==> src/rtl/rxc_pkg.sv <==
package rxc_pkg;

  localparam int CHAR_W = 8;   // widest character
  localparam int MIN_W  = 5;   // narrowest character

  typedef enum logic [2:0] {
    RX_IDLE,
    RX_START,
    RX_DATA,
    RX_PAR,
    RX_STOP,
    RX_HOLD
  } rx_state_t;

  // Data bit count from the 2-bit width code.
  function automatic logic [3:0] char_width(input logic [1:0] sel);
    return 4'(MIN_W) + {2'b00, sel};
  endfunction

  // Mask covering the lowest w bits.
  function automatic logic [CHAR_W-1:0] width_mask(input logic [3:0] w);
    logic [CHAR_W:0] oh;
    oh = (CHAR_W+1)'(1) << w;
    return CHAR_W'(oh - (CHAR_W+1)'(1));
  endfunction

  // Parity bit value the sender must use for a correct character.
  function automatic logic parity_bit(input logic [CHAR_W-1:0] d,
                                      input logic [3:0] w,
                                      input logic odd);
    return (^(d & width_mask(w))) ^ odd;
  endfunction

  function automatic logic parity_on(input logic [1:0] mode);
    return (mode == 2'b01) || (mode == 2'b10);
  endfunction

endpackage

==> src/rtl/rxc_line_sync.sv <==
module rxc_line_sync #(
  parameter int   STAGES   = 2,
  parameter logic IDLE_LVL = 1'b1
) (
  input  logic clk,
  input  logic rst_n,
  input  logic din,
  output logic dout
);
  logic [STAGES-1:0] pipe;

  always_ff @(posedge clk) begin
    if (!rst_n) pipe <= {STAGES{IDLE_LVL}};
    else        pipe <= STAGES'({pipe, din});
  end

  assign dout = pipe[STAGES-1];
endmodule

==> src/rtl/rxc_sample_timer.sv <==
module rxc_sample_timer #(
  parameter int OVS = 16
) (
  input  logic clk,
  input  logic rst_n,
  input  logic tick,
  input  logic restart,
  input  logic half_phase,
  output logic sample_now
);
  localparam int CW = $clog2(OVS);
  localparam logic [CW-1:0] FULL_LAST = CW'(OVS - 1);
  localparam logic [CW-1:0] HALF_LAST = CW'(OVS / 2 - 1);

  logic [CW-1:0] cnt;
  logic [CW-1:0] limit;

  assign limit      = half_phase ? HALF_LAST : FULL_LAST;
  assign sample_now = tick && !restart && (cnt == limit);

  always_ff @(posedge clk) begin
    if (!rst_n)        cnt <= '0;
    else if (restart)  cnt <= '0;
    else if (tick)     cnt <= sample_now ? '0 : cnt + 1'b1;
  end
endmodule

==> src/rtl/async_char_rx.sv <==
module async_char_rx
  import rxc_pkg::*;
#(
  parameter int OVS         = 16,
  parameter int SYNC_STAGES = 2
) (
  input  logic              clk,
  input  logic              rst_n,
  input  logic              os_tick,
  input  logic              rxd_in,
  input  logic [1:0]        cfg_data_bits,
  input  logic [1:0]        cfg_parity,
  input  logic              cfg_two_stop,
  output logic [CHAR_W-1:0] char_data,
  output logic              char_valid,
  output logic              parity_err,
  output logic              frame_err
);
  localparam int IDX_W = $clog2(CHAR_W);

  rx_state_t         state;
  logic              rx_line;
  logic [3:0]        width_q;
  logic              par_en_q, par_odd_q, two_stop_q;
  logic [IDX_W-1:0]  bit_idx;
  logic              stop_idx;
  logic [CHAR_W-1:0] shift_q;
  logic              par_bad, ferr_acc;

  // Named events, also watched by the checker.
  logic start_seen, sample_now, start_reject, in_wait;
  logic last_data, last_stop, stop_low;

  rxc_line_sync #(.STAGES(SYNC_STAGES), .IDLE_LVL(1'b1)) u_sync (
    .clk(clk), .rst_n(rst_n), .din(rxd_in), .dout(rx_line)
  );

  rxc_sample_timer #(.OVS(OVS)) u_timer (
    .clk(clk), .rst_n(rst_n), .tick(os_tick), .restart(start_seen),
    .half_phase(state == RX_START), .sample_now(sample_now)
  );

  assign start_seen   = (state == RX_IDLE) && os_tick && !rx_line;
  assign start_reject = (state == RX_START) && sample_now && rx_line;
  assign in_wait      = (state == RX_HOLD);
  assign last_data    = ({1'b0, bit_idx} == (width_q - 4'd1));
  assign last_stop    = (stop_idx == two_stop_q);
  assign stop_low     = !rx_line;

  always_ff @(posedge clk) begin
    if (!rst_n) begin
      state      <= RX_IDLE;
      width_q    <= 4'(CHAR_W);
      par_en_q   <= 1'b0;
      par_odd_q  <= 1'b0;
      two_stop_q <= 1'b0;
      bit_idx    <= '0;
      stop_idx   <= 1'b0;
      shift_q    <= '0;
      par_bad    <= 1'b0;
      ferr_acc   <= 1'b0;
      char_data  <= '0;
      char_valid <= 1'b0;
      parity_err <= 1'b0;
      frame_err  <= 1'b0;
    end else begin
      char_valid <= 1'b0;
      parity_err <= 1'b0;
      frame_err  <= 1'b0;
      case (state)
        RX_IDLE: begin
          if (start_seen) begin
            state      <= RX_START;
            width_q    <= char_width(cfg_data_bits);
            par_en_q   <= parity_on(cfg_parity);
            par_odd_q  <= (cfg_parity == 2'b10);
            two_stop_q <= cfg_two_stop;
            bit_idx    <= '0;
            stop_idx   <= 1'b0;
            shift_q    <= '0;
            par_bad    <= 1'b0;
            ferr_acc   <= 1'b0;
          end
        end
        RX_START: begin
          if (sample_now) state <= rx_line ? RX_IDLE : RX_DATA;
        end
        RX_DATA: begin
          if (sample_now) begin
            shift_q[bit_idx] <= rx_line;
            bit_idx          <= bit_idx + 1'b1;
            if (last_data) state <= par_en_q ? RX_PAR : RX_STOP;
          end
        end
        RX_PAR: begin
          if (sample_now) begin
            par_bad <= (rx_line != parity_bit(shift_q, width_q, par_odd_q));
            state   <= RX_STOP;
          end
        end
        RX_STOP: begin
          if (sample_now) begin
            if (last_stop) begin
              char_valid <= 1'b1;
              char_data  <= shift_q;
              parity_err <= par_bad;
              frame_err  <= ferr_acc | stop_low;
              state      <= (ferr_acc | stop_low) ? RX_HOLD : RX_IDLE;
            end else begin
              ferr_acc <= ferr_acc | stop_low;
              stop_idx <= 1'b1;
            end
          end
        end
        RX_HOLD: begin
          if (os_tick && rx_line) state <= RX_IDLE;
        end
        default: state <= RX_IDLE;
      endcase
    end
  end
endmodule

==> config.mk <==
export PLATFORM = sky130hd
export DESIGN_NAME = async_char_rx
export DESIGN_NICKNAME = d
export VERILOG_FILES = /design/src/rtl/rxc_pkg.sv /design/src/rtl/rxc_line_sync.sv /design/src/rtl/rxc_sample_timer.sv /design/src/rtl/async_char_rx.sv
export SDC_FILE = /design/constraint.sdc
export NUM_CORES = 1
export LEC_CHECK = 0
export ABC_AREA = 1
export BUFFER_PORTS_ARGS = -buffer_cell sky130_fd_sc_hd__clkbuf_2
export CORE_ASPECT_RATIO = 1.5
export CORE_MARGIN = 4
export CORE_UTILIZATION = 59
export DETAILED_ROUTE_END_ITERATION = 7
export PLACE_DENSITY = 0.89
export SYNTH_ARGS = -nofsm -noshare
export SYNTH_HDL_FRONTEND = slang
export SYNTH_SLANG_ARGS = --single-unit
==> constraint.sdc <==
create_clock -name clk -period 2.27 [get_ports clk]
set_input_delay 0.454 -clock clk [delete_from_list [all_inputs] [get_ports clk]]
set_output_delay 0.454 -clock clk [all_outputs]
set_load 0.03 [all_outputs]
==> impl_metrics.env <==
export IMPL_drive_above_1_share=0.2111
export IMPL_synthArstFlopShare=0
export IMPL_netlist_instances=326
export IMPL_ys_types=34
export IMPL_total_power_mw=1.767
export IMPL_synth_top_area_share=0.3569
export IMPL_place_hpwl_um=4041
export IMPL_seq_area_frac_synth=0.3569
export IMPL_worst_clock_skew_ns=0.01450
export IMPL_yosysWarnings=0
export IMPL_fmax_mhz=490.8
export IMPL_min_from="rxd_in"
export IMPL_status="completed"
export IMPL_cts_max_level=2
export IMPL_leakage_nw=1.205
export IMPL_num_vias=2288
export IMPL_finalCritPeriodShare=0.8975
export IMPL_hold_viol_final=0
export IMPL_cts_clk_slew_worst_paths_ns=0.09
export IMPL_ir_drop_mv=0.5558
export IMPL_r2r_end="par_bad"
export IMPL_synth_seq_cells=41
export IMPL_cp_end_kind="register"
export IMPL_clk_latency_ns=0.30
export IMPL_die_h_um=84.47
export IMPL_holdBufCountCts=0
export IMPL_final_min_clock_period_ns=2.037
export IMPL_utilization=0.7222
export IMPL_p_per_area_mw_per_mm2=658.3
export IMPL_r2r_start="width_q[0]"
export IMPL_antenna_found_initial=0
export IMPL_synth_area_leaders="dfxtp_1, nand2_1, nand3_1"
export IMPL_tns_ns=0
export IMPL_die_w_um=58.98
export IMPL_ioPinCount=20
export IMPL_tightest_slew_ns=0.6062
export IMPL_final_common_cell="nand2_1"
export IMPL_grt_overflow=0
export IMPL_avgViaCountPerCell=5.677
export IMPL_slew_headroom=0.5944
export IMPL_drv_cap=0
export IMPL_hold_depth=2
export IMPL_first_pass_iters=4
export IMPL_cp_max_fo=6
export IMPL_synth_edf_count=0
export IMPL_grt_use_total=0.2378
export IMPL_required_ns=2.51
export IMPL_ff2ff_path_depth=19
export IMPL_synth_area_per_cell_um2=7.054
export IMPL_drc=0
export IMPL_numCtsBuffers=5
export IMPL_syn2layout_area_growth_pct=16.70
export IMPL_cts_tree="built"
export IMPL_crit_type="register to register"
export IMPL_gp_congestion=0.8912
export IMPL_grt_pass1_vias=2231
export IMPL_synth_top_cell_by_area="dfxtp_1"
export IMPL_initial_core_util=0.6189
export IMPL_nets=378
export IMPL_wl_um=5692
export IMPL_die_area_mm2=0.004981
export IMPL_final_setup_viol_count=0
export IMPL_ys_flop_type="dfxtp_1"
export IMPL_drt_initial_drc_count=112
export IMPL_cts_num_sinks=41
export IMPL_worstHoldPathType="primary input to register"
export IMPL_crit_arrival_ns=2.28
export IMPL_r2r_slack_ns=0.23
export IMPL_grt_pass1_wl_um=9390
export IMPL_detail_route_antenna_nets=0
export IMPL_antenna_cells=0
export IMPL_post_drt_wl_per_cell_um=14.12
export IMPL_slew_violations=0
export IMPL_portBuffers=19
export IMPL_coreArea_mm2=0.003716
export IMPL_syn_num_nets=345
export IMPL_clk_path_buf_depth=2
export IMPL_rsz0062_at_grt="false"
export IMPL_cts_root_buffer="clkbuf_8"
export IMPL_whs_endpoint="u_sync.pipe[0]"
export IMPL_synth_area_mm2=0.002300
export IMPL_start_kind="register"
export IMPL_final_cell_mix="nand2_1, dfxtp_1, nor2_1"
export IMPL_grt_max_degree=16
export IMPL_rows=27
layer usage:
metal  global-route usage  vias up  routed length (µm)
met1               0.2500     1062                2127
li1                     -     1143                   -
met3              0.04000       24                 238
met5                    0        -                   0
met4               0.1155        0                 267
met2               0.4356       59                3059
how the worst max path moves through the flow:
| stage | slack, ns | depth (start not counted) | startpoint | to |
|---|---|---|---|---|
| 2_1_floorplan | 0.23 | 20 | width_q[0] | par_bad |
| 3_5_place_dp | 0.05 | 19 | width_q[1] | par_bad |
| 5_1_grt | 0.008 | 16 | width_q[1] | par_bad |
| 6_report | 0.23 | 19 | width_q[0] | par_bad |
| 4_1_cts | 0.02 | 19 | width_q[1] | par_bad |
| 3_3_place_gp | 0.18 | 20 | width_q[1] | par_bad |
repair_timing:
item / in CTS / in global routing
setup endpoints to repair: 0 / 1
buffers inserted: 0 / 4
resized for setup: 0 / 17
critical path, cell delays in order, from the launching register on:
cell and delay (ns):
dfxtp_4 0.38, inv_2 0.06, ha_4 0.17, nand2_4 0.09, ha_2 0.27, inv_1 0.06
nand2_2 0.06, inv_1 0.08, nand3_1 0.07, nand2_1 0.07, nand2_1 0.06, nand3_1 0.08
nand2_1 0.08, inv_1 0.05, nand3_1 0.05, nand2_1 0.08, inv_1 0.04, nand2_1 0.05
nand3_1 0.06, a21oi_1 0.12
sequential cells by signal, indices dropped and copies added, names as in the netlist:
register	count
bit_idx	3
char_data	8
char_valid	1
ferr_acc	1
frame_err	1
par_bad	1
par_en_q	1
par_odd_q	1
parity_err	1
shift_q	8
state	3
stop_idx	1
two_stop_q	1
u_sync.pipe	2
u_timer.cnt	4
width_q	4
Yosys cell counts, types with 5 or more instances:
cell / count
a211oi_1: 5
o21ai_0: 19
nor2_2: 7
ha_1: 10
nand3_1: 28
nor3_1: 6
a21oi_1: 21
dfxtp_1: 41
nor2_1: 33
inv_1: 34
nand2_1: 71
nand4_1: 8
cell families (layout without fill, tap and decap cells):
family	count (synthesis)	in the layout	share of synthesized area
XOR/XNOR	6	6	0.02286
flip-flops	41	41	0.3569
AO/OA/AOI/OAI	58	58	0.1485
AND/OR/NAND/NOR	168	168	0.3444
buffers and inverters	43	77	0.07290
adder cells (fa/ha/maj)	10	10	0.05441
power breakdown:
group / leakage (nW) / switching (mW) / internal [mW]
logic: 0.814 / 0.230 / 0.130
registers: 0.333 / 0.0374 / 0.745
clock network: 0.0574 / 0.266 / 0.358
total: 1.20 / 0.534 / 1.23
through the flow:
stage	area, µm²	worst slack [ns]	instances	hold slack, ns
after floorplan	2300	0.2301	326	0.3925
after global placement	2485	0.1837	391	0.3978
after detailed placement	2485	0.04994	391	0.4020
after CTS	2605	0.02049	399	0.3514
after global routing	2684	0.007628	403	0.3606
final	2684	0.2327	403	0.3541
cell type report:
cell class | instances | area [µm²]
multi-input cells | 242 | 1346
fillers | 295 | 1032
flip-flops and latches | 41 | 829.5
repair buffers | 30 | 177.7
inverters | 39 | 156.4
clock buffers | 6 | 82.58
well taps | 43 | 53.80
clock inverters | 2 | 37.54
Note: power is estimated with default switching activity, not from simulation.
